## src/rtl/aser_pkg.sv

```systemverilog
package aser_pkg;

  localparam int SLOT_MAX  = 24;
  localparam int FRAME_MAX = 2 * SLOT_MAX;
  localparam int POS_W     = $clog2(FRAME_MAX);

  typedef logic [POS_W-1:0] pos_t;

  typedef enum logic [3:0] {
    WL_16 = 4'd0,
    WL_20 = 4'd4,
    WL_24 = 4'd8
  } wlen_e;

  typedef struct packed {
    logic       delay;
    logic       pol;
    logic       inv;
    logic [3:0] code;
  } cfg_t;

  function automatic logic code_ok(input logic [3:0] c);
    return (c == WL_16) || (c == WL_20) || (c == WL_24);
  endfunction

  function automatic logic is_wide(input logic [3:0] c);
    return c != WL_16;
  endfunction

  function automatic logic [4:0] sample_width(input logic [3:0] c);
    case (c)
      WL_20:   return 5'd20;
      WL_24:   return 5'd24;
      default: return 5'd16;
    endcase
  endfunction

  function automatic pos_t slot_len(input logic [3:0] c);
    return is_wide(c) ? pos_t'(SLOT_MAX) : pos_t'(16);
  endfunction

  function automatic pos_t frame_last(input logic [3:0] c);
    return is_wide(c) ? pos_t'(FRAME_MAX - 1) : pos_t'(31);
  endfunction

  function automatic logic [SLOT_MAX-1:0] mask_sample(input logic [31:0] word,
                                                      input logic [4:0]  w);
    logic [SLOT_MAX-1:0] m;
    m = {SLOT_MAX{1'b1}} >> (5'd24 - w);
    return word[SLOT_MAX-1:0] & m;
  endfunction

  function automatic logic slot_bit(input logic [SLOT_MAX-1:0] s,
                                    input logic [4:0]          w,
                                    input pos_t                k);
    logic [4:0] idx;
    if (k < {1'b0, w}) begin
      idx = w - 5'(k) - 5'd1;
      return s[idx];
    end
    return 1'b0;
  endfunction

endpackage

```

## src/rtl/aser_fifo.sv

```systemverilog
module aser_fifo #(
  parameter int DEPTH = 4,
  parameter int DW    = 32
) (
  input  logic          clk,
  input  logic          rst_n,
  input  logic          push,
  input  logic [DW-1:0] push_data,
  input  logic          pop,
  output logic [DW-1:0] head,
  output logic          empty,
  output logic          full,
  output logic          drop_evt
);
  localparam int AW = (DEPTH > 1) ? $clog2(DEPTH) : 1;
  localparam int CW = $clog2(DEPTH + 1);

  logic [DW-1:0] mem [DEPTH];
  logic [AW-1:0] rd_ptr, wr_ptr;
  logic [CW-1:0] cnt;
  logic          push_ok;

  assign empty    = (cnt == '0);
  assign full     = (cnt == CW'(DEPTH));
  assign push_ok  = push && !full;
  assign drop_evt = push && full;
  assign head     = mem[rd_ptr];

  always_ff @(posedge clk) begin
    if (!rst_n) begin
      rd_ptr <= '0;
      wr_ptr <= '0;
      cnt    <= '0;
    end else begin
      if (push_ok) begin
        mem[wr_ptr] <= push_data;
        wr_ptr      <= (wr_ptr == AW'(DEPTH - 1)) ? '0 : wr_ptr + AW'(1);
      end
      if (pop) begin
        rd_ptr <= (rd_ptr == AW'(DEPTH - 1)) ? '0 : rd_ptr + AW'(1);
      end
      case ({push_ok, pop})
        2'b10:   cnt <= cnt + CW'(1);
        2'b01:   cnt <= cnt - CW'(1);
        default: cnt <= cnt;
      endcase
    end
  end
endmodule

```

## src/rtl/aser_bitclk.sv

```systemverilog
module aser_bitclk
  import aser_pkg::*;
(
  input  logic clk,
  input  logic rst_n,
  input  logic tick,
  input  logic start,
  input  logic run,
  input  pos_t start_last,
  input  pos_t run_last,
  output logic active,
  output logic half,
  output pos_t np,
  output logic step,
  output logic stop_evt
);
  pos_t pos;
  logic fall_tick;
  logic wrap;

  assign np        = (pos == run_last) ? '0 : pos + pos_t'(1);
  assign fall_tick = active && tick && half;
  assign wrap      = fall_tick && (np == '0);
  assign stop_evt  = wrap && !run;
  assign step      = fall_tick && !stop_evt;

  always_ff @(posedge clk) begin
    if (!rst_n) begin
      active <= 1'b0;
      half   <= 1'b0;
      pos    <= '0;
    end else if (start) begin
      active <= 1'b1;
      half   <= 1'b1;
      pos    <= start_last;
    end else if (stop_evt) begin
      active <= 1'b0;
      half   <= 1'b0;
    end else if (active && tick) begin
      half <= ~half;
      if (half) pos <= np;
    end
  end
endmodule

```

## src/rtl/aser_serial.sv

```systemverilog
module aser_serial
  import aser_pkg::*;
(
  input  logic        clk,
  input  logic        rst_n,
  input  logic        start,
  input  logic        step,
  input  logic        stop_evt,
  input  pos_t        np,
  input  cfg_t        cfg,
  input  logic [31:0] head,
  input  logic        empty,
  output logic        pop,
  output logic        under_evt,
  output logic        sd,
  output logic        ws_right
);
  logic [SLOT_MAX-1:0] left_q, right_q, nl, nr;
  logic [4:0]          w;
  pos_t                slot, k;
  logic                wide, load_l, load_r, ch_r, lj, prev_lj;

  always_comb begin
    w      = sample_width(cfg.code);
    slot   = slot_len(cfg.code);
    wide   = is_wide(cfg.code);
    load_l = step && (np == '0);
    load_r = step && wide && (np == slot);
    nl     = left_q;
    nr     = right_q;
    if (load_l) begin
      if (empty) begin
        nl = '0;
        if (!wide) nr = '0;
      end else if (wide) begin
        nl = mask_sample(head, w);
      end else begin
        nl = {{(SLOT_MAX-16){1'b0}}, head[15:0]};
        nr = {{(SLOT_MAX-16){1'b0}}, head[31:16]};
      end
    end
    if (load_r) nr = empty ? '0 : mask_sample(head, w);
    ch_r      = (np >= slot);
    k         = ch_r ? np - slot : np;
    lj        = slot_bit(ch_r ? nr : nl, w, k);
    pop       = (load_l || load_r) && !empty;
    under_evt = (load_l || load_r) && empty;
  end

  always_ff @(posedge clk) begin
    if (!rst_n) begin
      left_q   <= '0;
      right_q  <= '0;
      prev_lj  <= 1'b0;
      sd       <= 1'b0;
      ws_right <= 1'b1;
    end else if (start || stop_evt) begin
      left_q   <= '0;
      right_q  <= '0;
      prev_lj  <= 1'b0;
      sd       <= 1'b0;
      ws_right <= 1'b1;
    end else if (step) begin
      left_q   <= nl;
      right_q  <= nr;
      prev_lj  <= lj;
      sd       <= cfg.delay ? prev_lj : lj;
      ws_right <= ch_r;
    end
  end
endmodule

```

## src/rtl/stereo_serializer.sv

```systemverilog
module stereo_serializer
  import aser_pkg::*;
#(
  parameter int FIFO_DEPTH = 4
) (
  input  logic        clk,
  input  logic        rst_n,
  input  logic        bit_tick,
  input  logic        run,
  input  logic        i2s_delay,
  input  logic        frame_pol,
  input  logic        edge_inv,
  input  logic [3:0]  word_code,
  input  logic        wr_en,
  input  logic [31:0] wr_data,
  output logic        sck,
  output logic        fsync,
  output logic        sdata,
  output logic        busy,
  output logic        underflow,
  output logic        overflow
);
  localparam int DW = 32;

  cfg_t          cfg_q, cfg_live;
  logic          start_evt, stop_evt, step_evt;
  logic          pop_evt, under_evt, drop_evt;
  logic          fifo_empty, fifo_full;
  logic [DW-1:0] fifo_head;
  logic          active, half, sd, ws_right;
  pos_t          np;

  assign cfg_live  = '{delay: i2s_delay, pol: frame_pol, inv: edge_inv, code: word_code};
  assign start_evt = run && wr_en && !active && code_ok(word_code);

  aser_fifo #(.DEPTH(FIFO_DEPTH), .DW(DW)) u_fifo (
    .clk(clk), .rst_n(rst_n),
    .push(wr_en), .push_data(wr_data), .pop(pop_evt),
    .head(fifo_head), .empty(fifo_empty), .full(fifo_full), .drop_evt(drop_evt)
  );

  aser_bitclk u_clk (
    .clk(clk), .rst_n(rst_n), .tick(bit_tick), .start(start_evt), .run(run),
    .start_last(frame_last(word_code)), .run_last(frame_last(cfg_q.code)),
    .active(active), .half(half), .np(np), .step(step_evt), .stop_evt(stop_evt)
  );

  aser_serial u_ser (
    .clk(clk), .rst_n(rst_n), .start(start_evt), .step(step_evt), .stop_evt(stop_evt),
    .np(np), .cfg(cfg_q), .head(fifo_head), .empty(fifo_empty),
    .pop(pop_evt), .under_evt(under_evt), .sd(sd), .ws_right(ws_right)
  );

  always_ff @(posedge clk) begin
    if (!rst_n) begin
      cfg_q     <= '0;
      underflow <= 1'b0;
      overflow  <= 1'b0;
    end else begin
      if (start_evt) cfg_q <= cfg_live;
      if (under_evt) underflow <= 1'b1;
      if (drop_evt)  overflow  <= 1'b1;
    end
  end

  assign sck   = half ^ cfg_q.inv;
  assign fsync = ws_right ^ cfg_q.pol;
  assign sdata = sd;
  assign busy  = active;
endmodule

```

## config.mk

```make
export PLATFORM = sky130hd
export DESIGN_NAME = stereo_serializer
export DESIGN_NICKNAME = d
export VERILOG_FILES = /design/src/rtl/aser_pkg.sv /design/src/rtl/aser_fifo.sv /design/src/rtl/aser_bitclk.sv /design/src/rtl/aser_serial.sv /design/src/rtl/stereo_serializer.sv
export SDC_FILE = /design/constraint.sdc
export NUM_CORES = 1
export LEC_CHECK = 0
export BUFFER_PORTS_ARGS = -buffer_cell sky130_fd_sc_hd__buf_2
export CORE_ASPECT_RATIO = 0.7
export CORE_MARGIN = 2
export CORE_UTILIZATION = 35
export DETAILED_ROUTE_END_ITERATION = 8
export MAX_ROUTING_LAYER = met4
export PLACE_DENSITY = 0.53
export SYNTH_ARGS = -nofsm -noshare
export SYNTH_HDL_FRONTEND = slang
export SYNTH_SLANG_ARGS = --single-unit
```

## constraint.sdc

```tcl
create_clock -name clk -period 3.4 [get_ports clk]
set_clock_uncertainty 0.05 [all_clocks]
set_input_delay 0.17 -clock clk [delete_from_list [all_inputs] [get_ports clk]]
set_output_delay 0.17 -clock clk [all_outputs]
set_load 0.05 [all_outputs]
```

Yosys cells after proc, flatten, opt, wreduce, memory -nomap -nowiden
Memories as Yosys holds them, arrays and structs flattened. A register that Yosys moved wholly into a read port is not among the register bits.
Cells that the tools add are included.

operators by class
  add/sub/neg operators = 9
  order comparisons = 3
  eq/ne operators = 12
  shifts and indexed selects = 1
  muxes and demuxes = 39
  bitwise operators = 5
  reductions and logical operators = 36

operators with widths
  cell                     number
  $mux W24                 10
  $mux W6                  8
  $and A24 B24 Y24         1
  $shr A24 B5 Y24 const A  1
  $logic_and A1 B1 Y1      15
  $mux W1                  13
  $eq A6 B6 Y1             2
  $eq A4 B3 Y1 const B     2
  $eq A4 B4 Y1 const B     2
  $mux W2                  4
  $pmux W4 S2              1
  $reduce_bool A2 Y1       4
  $reduce_bool A4 Y1       2
  $add A6 B1 Y6 const B    1
  $eq A2 B2 Y1 const B     3
  $ge A6 B6 Y1             1
  $logic_not A6 Y1         1
  $lt A5 B6 Y1 const B     1
  $lt A6 B5 Y1             1
  $pmux W3 S2              1
  $sub A6 B6 Y6            1
  $bmux W1 S5              1
  $logic_not A1 Y1         5
  $sub A5 B1 Y5 const B    1
  17 further kinds         23

word-level totals
  flip-flop bits (word level) = 75
  bits in writable memories = 128
  output and inout bits = 6
  memories = 1

memories
  memory      depth  bits a word  rd ports  clocked after Yosys merged registers in  write ports  line             text
  u_fifo.mem  4      32           1         1                                        1            aser_fifo.sv:18  logic [DW-1:0] mem [DEPTH];

Longest topological paths before layout
Gate-level depths: netlist of the first run.

  depth in word-level cells = 18
  mapped depth = 20

By module
From an unflattened synthesis of the first run, not the netlist that was laid out.

second synthesis, totals
  cell total of the unflattened synthesis = 770
  area total of the unflattened synthesis = 9610.5 sq um

modules (own cells, without submodules)
  module             times used  cells an instance  area each (sq um)  seq. area each (sq um)
  aser_fifo          1           220                5152.4             4023.9
  aser_serial        1           413                3265.6             1021.0
  aser_bitclk        1           98                 817.0              160.2
  stereo_serializer  1           39                 375.4              180.2

Worst setup path before layout of the first run
Ideal clock, no wire load.

  path type = reg2reg
  from = register cfg_q[3] (netlist name)
  to = register u_ser.sd
  library setup time = 0.088 ns
  arrival time = 3.612 ns
  required time = 3.262 ns
  path slack = -0.350 ns
  stages on the path, launching flop included = 20
  buffers on the path = 2
  clock period less this slack = 3.750 ns
  cells stage by stage = dfxtp_1 -> o41ai_2 -> a2bb2oi_2 -> o21ai_0 -> ha_1 -> nand2_1 -> o21ai_0 -> a22oi_1 -> and2_1 -> buf_4 -> buf_6 -> nand2_1 -> nand2_1 -> fa_1 -> o21ai_0 -> o2111ai_1 -> a221oi_1 -> a221o_1 -> nand4_1 -> a311oi_2

between the ends
  longest elaborated chain between the ends = 18
  elaborated cells between the ends (all ways) = 44

RTL lines
  what                                                    line                     text
  from (decl)                                             stereo_serializer.sv:25  cfg_t cfg_q, cfg_live;
  from (signal assigned)                                  stereo_serializer.sv:60  if (start_evt) cfg_q <= cfg_live;
  branches (longest 18 deep; another with $sub A6 B6 Y6)  --
  to (signal assigned)                                    aser_serial.sv:67        sd <= cfg.delay ? prev_lj : lj;
  to (decl)                                               aser_serial.sv:15        output logic sd,

Several ways; the timed one is not identified. The select of a mux whose other input is x is not followed.
A chain may end at the register's enable or synchronous reset.

Worst setup path after layout of the first run
  from = register cfg_q[2] (netlist name)
  to = register u_ser.sd

Same word-level chain as after synthesis.

==> results of run 1 <==
==> routing by layer <==
layer | up-vias | track usage, %
li1 | 3150 | -
met2 | 157 | 26.0
met5 | - | -
met1 | 3252 | 26.5
met3 | 41 | 3.23
met4 | 0 | 4.00
==> what timing repair did <==
action,4_1_cts,5_1_grt
resized for setup,19,15
endpoints found under the setup margin,4,5
pin swaps,15,8
hold endpoints to repair,138,0
hold buffers,40,0
setup buffers,9,4
==> area by class of cell <==
type	instances	area, µm²	share of cell area [%]
repair buffers	181	1450	12.5
clock buffers	28	593	5.11
multi-input cells	480	3600	31.1
inverters	19	71.3	0.615
flip-flops and latches	205	5400	46.5
clock inverters	10	77.6	0.668
well taps	331	414	3.57
==> cell usage after synthesis, types with 4 or more instances <==
cell type  count
a22o_1         6
a32oi_1        4
clkbuf_1      15
o21ai_0       23
mux4_2        33
a211oi_1       7
nand2_1       78
or3_1          4
a21boi_0       6
a311oi_1       6
ha_1          14
a22oi_1        6
o211ai_1       9
buf_2         16
nor2_1        70
edfxtp_1     128
and3_1        19
dfxtp_1       77
nand4_1       13
a21oi_1       45
o2111ai_1      4
mux2i_1        8
nor3_1        12
a31oi_1        8
buf_4          7
and2_1        14
xor2_1         6
o22ai_1        4
inv_1         19
and4_1         4
nand3_1       30
==> worst max-delay path: stages, from the launching register on <==
cell       delay (ns)
dfxtp_4          0.35
o41ai_4          0.39
a2bb2oi_2        0.20
o21ai_2          0.10
ha_4             0.29
nand2_1          0.05
o21ai_1          0.15
a22oi_2          0.09
and2_1           0.16
nand2_1          0.06
nand2_1          0.06
fa_2             0.36
o21ai_2          0.10
o2111ai_2        0.13
a221oi_2         0.21
a221o_1          0.20
nand4_1          0.11
a311oi_2         0.24
==> registers in the layout, indices dropped and copies added, names as in the netlist, 2 cells and up, named ones only <==
| signal | count |
|---|---|
| u_fifo.cnt | 3 |
| u_fifo.rd_ptr | 2 |
| u_clk.pos | 6 |
| u_ser.right_q | 24 |
| u_ser.left_q | 24 |
| u_fifo.mem | 128 |
| u_fifo.wr_ptr | 2 |
| cfg_q | 7 |
==> worst min path at each step <==
stage / from / slack [ns] / to / depth (start not counted)
global placement: wr_data[26] / 0.34 / u_fifo.mem[2][26] / 1
detailed placement: wr_data[29] / 0.34 / u_fifo.mem[1][29] / 1
global route: word_code[0] / 0.07 / u_clk.active / 4
CTS: word_code[1] / 0.02 / u_clk.active / 4
finish: word_code[0] / 0.03 / u_clk.active / 4
floorplan: wr_data[0] / 0.22 / u_fifo.mem[0][0] / 0
==> power by group <==
| part | internal (µW) | switching, µW | leakage, µW |
|---|---|---|---|
| combinational | 147 | 228 | 0.00205 |
| sequential | 2690 | 16.6 | 0.00179 |
| clock | 1300 | 970 | 0.000329 |
==> cell usage in the layout (no fill, tap or decap), types with 4 or more instances in the layout <==
cell,count
a22o_1,6
xor2_1,6
nand2_1,78
or3_1,4
dfxtp_1,73
mux2i_1,8
nor2_1,69
a22oi_1,5
edfxtp_1,128
and3_2,4
and4_1,4
a311oi_1,4
a211oi_1,4
buf_2,49
clkbuf_1,4
nand3_1,29
buf_6,5
ha_1,12
a31oi_1,8
and2_1,14
mux4_2,33
o211ai_1,9
nand4_1,13
buf_12,7
o22ai_1,4
and3_1,14
clkbuf_16,22
o21ai_0,19
a32oi_1,4
a21oi_1,43
dlygate4sd3_1,40
inv_1,19
a21boi_0,6
buf_4,79
clkinv_2,4
nor3_1,12
==> through the flow <==
| stage | instance area (µm²) | hold WS, ns | setup WS (ns) | utilization [%] |
|---|---|---|---|---|
| after floorplan | 9170 | 0.219 | -0.160 | - |
| after CTS | 11500 | 0.0213 | -0.0956 | 44.9 |
| final | 11600 | 0.0335 | 0.0339 | 45.3 |
| after global routing | 11600 | 0.0697 | -0.133 | 45.3 |
| after detailed placement | 10300 | 0.341 | -0.190 | 40.1 |
| after global placement | 10300 | 0.339 | -0.121 | 40.1 |
==> cell families (layout without fill, tap and decap cells) <==
logic type	Yosys count	count (layout)	synth area share [%]
AO/OA/AOI/OAI	154	154	11.6
AND/OR/NAND/NOR	258	258	13.5
adder cells (fa/ha/maj)	16	16	2.36
XOR/XNOR	7	7	0.673
buffers and inverters	62	238	3.25
multiplexers	45	45	9.57
flip-flops	205	205	59.1
==> qor.yml, run 1 <==
wl_met2_mm: 10.3
rr_endpoint: "u_ser.sd"
worstRegToRegCells: 17
critical_path_arrival_ns: 3.75
startpoint: "cfg_q[2]"
synth_cell_types: 69
drtIter0Drc: 522
core_um2: 25600
power_uw: 5350
route.antenna.remaining_nets: 0
synth_top_area_share_pct: 42.2
crit_path_end_kind: "flop"
dr_total_vias: 6600
tns_ns: 0
fin_nets: 968
area_growth_pct: 27.3
clk_path_buf_depth: 3
syn_area_um2: 9110
rsz0062_at_grt: "yes"
crit_required_ns: 3.78
dr_wl_met3_mm: 1.27
die_width_um: 197
ys_seq_area_share_pct: 59.1
setup_viol: 0
cts.htree.levels: 1
synth_edf_count: 128
ys_async_sr_fraction_pct: 0
clk_pin_slew_ns: 0.07
p_leak_uw: 0.00417
die_h_um: 139
fin_crit_sh_pct: 99.0
wirelength_mm: 24.1
wl_met1_mm: 12.0
maxCapViolCount: 0
initial_core_util_pct: 35.6
synth_fp_nets: 807
placed_cells: 1163
grt_usage_pct: 18.1
finalNonFillerCells: 1254
relSlewSlack_pct: 39.3
drv_slew: 0
synth_flop_cell: "edfxtp_1"
antenna_found_initial: 0
drive_above_1_share_pct: 27.5
gp_congestion: 0.889
clock_sinks: 205
syn_inst: 747
drc: 0
post-dp-hpwl_mm: 16.3
grt_max_degree: 39
avgSynthCellArea_um2: 12.2
reg2reg_slack_ns: 0.03
hold_viol: 0
ys_seq_elements: 205
placementRows: 49
synthTopCellsByArea: "edfxtp_1 (42%), dfxtp_1 (17%), mux4_2 (8.2%), nand2_1 (3.2%), nor2_1 (2.9%)"
firstDrtPassIters: 5
worst_pin_slew_ns: 0.911
top_layer: "met4"
design.die.area_um2: 27400
criticalPathCategory: "reg -> reg"
start_kind: "flop"
grt_overflow: 0
cts-buffers-inserted: 21
outcome: "finished clean"
fillers: 2359
ys_warn_count: 0
cts_tree: "built"
insertion_delay_ns: 0.51
fmax_mhz: 297
ir_worst_vdd_v: 0.000350
min-delay-path-class: "in -> reg"
crit_path_end: "u_ser.sd"
wire_per_inst_um: 19.2
grt_pass1_vias: 6512
via_per_inst: 5.26
p_per_area_nw_per_um2: 461
portBuffers: 49
synth.largest_area_cell: "edfxtp_1"
clock-root-buffer: "clkbuf_16"
fin_crit_ns: 3.37
r2r-start: "cfg_q[2]"
n_antenna_cell: 0
io_pins: 50
grt_pass1_wl_mm: 37.4
cp_max_fo: 3
No activity file was read; power rests on OpenSTA's default activity.
==> run 2: changes to the inputs <==
- PLACE_DENSITY: 0.53 -> 0.52
- SETUP_SLACK_MARGIN: not set -> 0.2
- clock period: 3.4 -> 3.2 ns (I/O delays scaled with it)
==> run 2 against run 1 <==
The flow now finishes with violations (setup timing). Worst setup slack worse by 0.37 ns. Combinational power up 14%. Sequential cell count unchanged. Register-to-register slack worse by 0.37 ns. Total power up 16%. Critical path type unchanged. Critical endpoint unchanged. Maximum frequency down 4.8%. Critical path depth down 2. Final area up 4.5%.
==> qor.yml, run 2 (synthesized netlist as in run 1, its figures left out) <==
cp_common_cell: "o41ai_4"
fin_crit_sh_pct: 110  # +11 points
fin_nets: 1007  # +4.0%
grt_max_degree: 39  # unchanged
grt_pass1_wl_mm: 38.5  # +3.0%
io_pins: 50  # unchanged
pre_cts_slack_ns: -0.456  # -0.265 ns
final_cell_mix: "edfxtp_1 (128), buf_4 (108), nand2_1 (77), dfxtp_1 (73), nor2_1 (68)"
largest_reg_flops: 128  # unchanged
fillers: 2330  # -1.2%
drive_above_1_share_pct: 31.7  # +4.2 points
crit_required_ns: 3.57  # -0.21 ns
maxCapViolCount: 0  # unchanged
wire_per_inst_um: 18.9  # -1.4%
drv_slew: 0  # unchanged
r2r-start: "cfg_q[0]"
p_leak_uw: 0.00447  # +7.2%
insertion_delay_ns: 0.51  # about the same
clock_sinks: 205  # unchanged
via_per_inst: 5.25  # -0.27%
min-delay-path-class: "in -> reg"
cts_tree: "built"
fmax_mhz: 283  # -4.8%
portBuffers: 49  # unchanged
max_stage_delay_ns: 0.37  # -0.02 ns
ir_worst_vdd_v: 0.000418  # +19%
post-route-cell-area_um2: 12100  # +4.5%
violations: "setup timing"
hold_depth: 5  # +1
cp_max_fo: 8  # +5
die_width_um: 197  # unchanged
holdPathEnd: "u_clk.active"
cts-buffers-inserted: 22  # +4.8%
dpl_cell_area_um2: 10500  # +2.3%
crit_path_end_kind: "flop"
start_kind: "flop"
grt_overflow: 0  # unchanged
clk_pin_slew_ns: 0.06  # about the same
crit_slowest_cell: "dfxtp_4"
grt_usage_pct: 18.6  # +0.53 points
clk_path_buf_depth: 3  # unchanged
core_um2: 25600  # unchanged
criticalPathCategory: "reg -> reg"
rr_endpoint: "u_ser.sd"
route.antenna.remaining_nets: 0  # unchanged
p_per_area_nw_per_um2: 511  # +11%
grt_pass1_vias: 6636  # +1.9%
fin_crit_ns: 3.54  # +0.170 ns
gp_congestion: 0.903  # +1.5%
placementRows: 49  # unchanged
worst_pin_slew_ns: 0.899  # -0.0119 ns
top_register: "u_fifo.mem"
outcome: "finished, violations left"
area_growth_pct: 33.1
finalNonFillerCells: 1294  # +3.2%
critical_path_arrival_ns: 3.91  # +0.16 ns
design.die.area_um2: 27400  # unchanged
post-dp-hpwl_mm: 16.9  # +3.8%
rsz0062_at_grt: "yes"
drc: 0  # unchanged
worstRegToRegCells: 15  # -2
path_cells: "o41ai_4, a2bb2oi_2, o21ai_2, ha_4, o41ai_4, nor4_2, nand3_2, nor3_2, buf_4, a22o_1, a21oi_1, a221oi_1, a221o_1, nand4_1, a311oi_2"
relSlewSlack_pct: 40.1  # +0.80 points
n_antenna_cell: 0  # unchanged
setup_ws_ns: -0.336  # -0.370 ns
placed_cells: 1195  # +2.8%
firstDrtPassIters: 5  # unchanged
antenna_found_initial: 0  # unchanged
die_h_um: 139  # unchanged
cts.htree.levels: 1  # unchanged
reg.largest.list: "u_fifo.mem (128), u_ser.left_q (24), u_ser.right_q (24)"
clock-root-buffer: "clkbuf_16"
hold_viol: 0  # unchanged
dr_total_vias: 6792  # +2.9%
layout_commonest_cell: "edfxtp_1"
reg2reg_slack_ns: -0.34  # -0.37 ns
setup_viol: 4  # +4
drtIter0Drc: 486  # -6.9%
initial_core_util_pct: 35.6  # unchanged
hp-start: "word_code[1]"
wirelength_mm: 24.5  # +1.7%
[run 2: worst max path at each step]
| stage | end | cells past startpoint | slack, ns | start |
|---|---|---|---|---|
| finish | u_ser.sd | 15 | -0.34 | cfg_q[0] |
| global route | u_ser.sd | 15 | -0.53 | cfg_q[0] |
| CTS | u_ser.sd | 17 | -0.33 | cfg_q[2] |
| detailed placement | u_ser.sd | 15 | -0.46 | cfg_q[0] |
| global placement | u_ser.sd | 15 | -0.46 | cfg_q[2] |
| floorplan | u_ser.sd | 19 | -0.36 | cfg_q[2] |
[run 2: cell type report]
type / instances / area, µm² / area share [%]
Multi-Input combinational cell: 480 / 3630 / 29.9
Timing Repair Buffer: 219 / 1780 / 14.6
Inverter: 19 / 71.3 / 0.588
Sequential cell: 205 / 5400 / 44.5
Clock buffer: 26 / 596 / 4.91
Clock inverter: 14 / 243 / 2.00
Tap cell: 331 / 414 / 3.41
[run 2: critical path, delay by kind of cell (launching register included)]
family                     cells  cell delay (ns)
AOI/OAI and AO/OA              9             1.82
adders and majority gates      1             0.30
buffers and inverters          1             0.19
and+or+nand+nor                4             0.72
DFF                            1             0.37
[run 2: stage by stage]
stage          hold WS, ns  TNS, ns  util (%)  total power, µW
2_1_floorplan        0.209   -0.868         -             3110
5_1_grt              0.167    -1.79      47.3             6400
6_report             0.134   -0.990      47.3             6190
3_5_place_dp         0.331    -1.42      41.0             3290
3_3_place_gp         0.331    -1.28      41.0             3290
4_1_cts              0.113   -0.872      46.8             6240
[run 2: timing repair]
item / CTS / global route
resized for setup: 26 / 19
setup buffers: 11 / 7
endpoints found under the setup margin: 5 / 11
hold buffers: 40 / 0
cloned: 1 / 0
pin swaps: 9 / 16
hold endpoints to repair: 140 / 0
[run 2: metal layers]
layer  track usage [%]  up-vias  wire length [µm]
li1                  -     3232                 -
met2              26.5      201             10500
met4              4.59        0               541
met5                 -        -                 0
met3              3.36       37              1600
met1              27.4     3322             11900
[run 2: report_power, final]
part / internal, µW / switching (µW)
clock: 1820 / 1070
combinational: 178 / 248
sequential: 2850 / 17.0
==> run 3: changes to the inputs <==
- PLACE_DENSITY: 0.52 -> 0.53
- clock period: 3.2 -> 2.98 ns (I/O delays scaled with it)
==> run 3 against run 2 <==
The run still ends with setup timing left. Sequential power is 7.3% higher. Hold slack improved by 0.034 ns. Total power is 2.9% higher. Sequential cell count unchanged. Final cell count grew 3.3%. Worst setup slack got worse by 0.13 ns. Critical path depth rose by 2. Core utilization up 1.5 points. Critical endpoint unchanged. Largest power group is now registers.
==> qor.yml, run 3 (synthesized netlist as in run 1, its figures left out) <==
outcome: "finished, violations left"
violations: "setup timing"
placed_cells: 1236  # +3.4%
initial_core_util_pct: 35.6  # unchanged
via_per_inst: 5.26  # +0.19%
wire_per_inst_um: 18.9  # -0.28%
cp_max_fo: 7  # -1
clock-root-buffer: "clkbuf_16"
pre_cts_slack_ns: -0.718  # -0.263 ns
fin_crit_sh_pct: 116  # +5.1 points
clk_path_buf_depth: 3  # unchanged
die_width_um: 197  # unchanged
antenna_found_initial: 0  # unchanged
critical_path_arrival_ns: 3.82  # -0.09 ns
post-dp-hpwl_mm: 17.6  # +4.3%
reg.largest.list: "u_fifo.mem (128), u_ser.left_q (24), u_ser.right_q (24)"
hp-start: "run"
crit_required_ns: 3.36  # -0.21 ns
clk_pin_slew_ns: 0.07  # about the same
route.antenna.remaining_nets: 0  # unchanged
multiInputGateArea_um2: 3800  # +4.7%
area_growth_pct: 37.3
rr_endpoint: "u_ser.sd"
cts-buffers-inserted: 22  # unchanged
fillers: 2293  # -1.6%
crit_path_end_kind: "flop"
busiest_layer: "met1"
start_kind: "flop"
fmax_mhz: 290  # +2.7%
setup_viol: 4  # unchanged
hold_depth: 5  # unchanged
portBuffers: 49  # unchanged
p_per_area_nw_per_um2: 509  # -0.29%
holdPathEnd: "u_clk.pos[1]"
cts.htree.levels: 1  # unchanged
grtUsageMet2_pct: 26.6  # +0.093 points
ir_worst_vdd_v: 0.000508  # +22%
grt_overflow: 0  # unchanged
wirelength_mm: 25.2  # +3.0%
firstDrtPassIters: 5  # unchanged
post-route-cell-area_um2: 12500  # +3.2%
core_um2: 25600  # unchanged
drv_slew: 0  # unchanged
cts_tree: "built"
fin_nets: 1050  # +4.3%
worstRegToRegCells: 17  # +2
clock_sinks: 205  # unchanged
min-delay-path-class: "in -> reg"
io_pins: 50  # unchanged
drtIter0Drc: 636  # +31%
grt_usage_pct: 18.8  # +0.24 points
grt_max_degree: 39  # unchanged
relSlewSlack_pct: 51.2  # +11 points
layout_commonest_cell: "buf_4"
fin_crit_ns: 3.44  # -0.0921 ns
p_leak_uw: 0.00463  # +3.6%
r2r-start: "cfg_q[0]"
maxCapViolCount: 0  # unchanged
finalNonFillerCells: 1337  # +3.3%
final_cell_mix: "buf_4 (154), edfxtp_1 (128), nand2_1 (75), dfxtp_1 (70), nor2_1 (67)"
use_met3_pct: 2.58  # -0.78 points
top_register: "u_fifo.mem"
whs_ns: 0.169  # +0.0343 ns
insertion_delay_ns: 0.52  # about the same
setup_ws_ns: -0.464  # -0.128 ns
grt_pass1_wl_mm: 39.1  # +1.5%
dpl_cell_area_um2: 10800  # +2.8%
die_h_um: 139  # unchanged
met1_usage_pct: 28.6  # +1.2 points
gp_congestion: 0.904  # +0.13%
hold_viol: 0  # unchanged
n_antenna_cell: 0  # unchanged
rsz0062_at_grt: "yes"
register_area_um2: 5400  # +0.12%
largest_reg_flops: 128  # unchanged
placementRows: 49  # unchanged
criticalPathCategory: "reg -> reg"
drive_above_1_share_pct: 36.5  # +4.8 points
drc: 0  # unchanged
grt_pass1_vias: 6805  # +2.5%
design.die.area_um2: 27400  # unchanged
worst_pin_slew_ns: 0.732  # -0.167 ns
reg2reg_slack_ns: -0.46  # -0.13 ns
dr_total_vias: 7031  # +3.5%
## run 3: changes by cell type in the layout (fill, tap and decap cells not counted), moves of 3 or more
cell and delta:
a21oi_1 -3, a21oi_4 +3, buf_12 -3, buf_4 +46, bufinv_16 -3, clkbuf_1 +5, dfxtp_1 -3, o21ai_0 -3
## run 3: critical path, stage by stage, from the launching register on
cell	delay, ns
dfxtp_4	0.36
buf_4	0.14
nor4_4	0.29
a2bb2oi_2	0.10
o21ai_2	0.21
ha_4	0.24
o41ai_4	0.05
nor4_2	0.06
buf_4	0.16
and3_4	0.18
buf_4	0.14
a21oi_4	0.24
nand2_1	0.09
nand3_1	0.11
o211ai_1	0.17
o311ai_2	0.37
nand4_1	0.16
a311oi_2	0.24
## run 3: how the worst max path moves through the flow
| stage | from | to |
|---|---|---|
| 6_report | cfg_q[0] | u_ser.sd |
| 5_1_grt | cfg_q[0] | u_ser.sd |
| 4_1_cts | cfg_q[3] | u_fifo.cnt[2] |
| 3_5_place_dp | cfg_q[2] | u_ser.sd |
| 3_3_place_gp | cfg_q[2] | u_fifo.cnt[2] |
| 2_1_floorplan | cfg_q[2] | u_ser.sd |
## run 3: final cells by class
cell class | count | area share [%]
clock buffer | 30 | 4.80
clock inverter | 10 | 1.12
inverter | 19 | 0.570
multi-input combinational | 481 | 30.4
sequential | 205 | 43.2
tap | 331 | 3.31
timing repair buffer | 261 | 16.7
## run 3: what timing repair did
| item | in CTS | in global routing |
|---|---|---|
| gates resized for setup | 28 | 51 |
| cloned | 1 | 4 |
| hold buffers | 40 | 0 |
| hold endpoints to repair | 140 | 0 |
| pin swaps | 21 | 31 |
| endpoints found under the setup margin | 61 | 65 |
| buffers inserted | 9 | 7 |
## run 3: metal layers
layer  wire length, µm  share of wire (%)
met5                 0                  0
met2             10800                 43
met4               566                2.2
met1             12500                 50
met3              1360                5.4
## run 3: report_power, final
group,total [µW],internal [µW],switching [µW]
Sequential,3080,3060,18.7
Clock,2810,1680,1130
Combinational,484,206,278
## run 3: through the flow
step | util [%] | TNS [ns] | total power, µW
2_1_floorplan | - | -1.69 | 3340
3_3_place_gp | 42.2 | -1.98 | 3550
3_5_place_dp | 42.2 | -2.55 | 3550
4_1_cts | 47.5 | -1.73 | 6410
5_1_grt | 48.8 | -2.35 | 6610
6_report | 48.8 | -1.46 | 6370
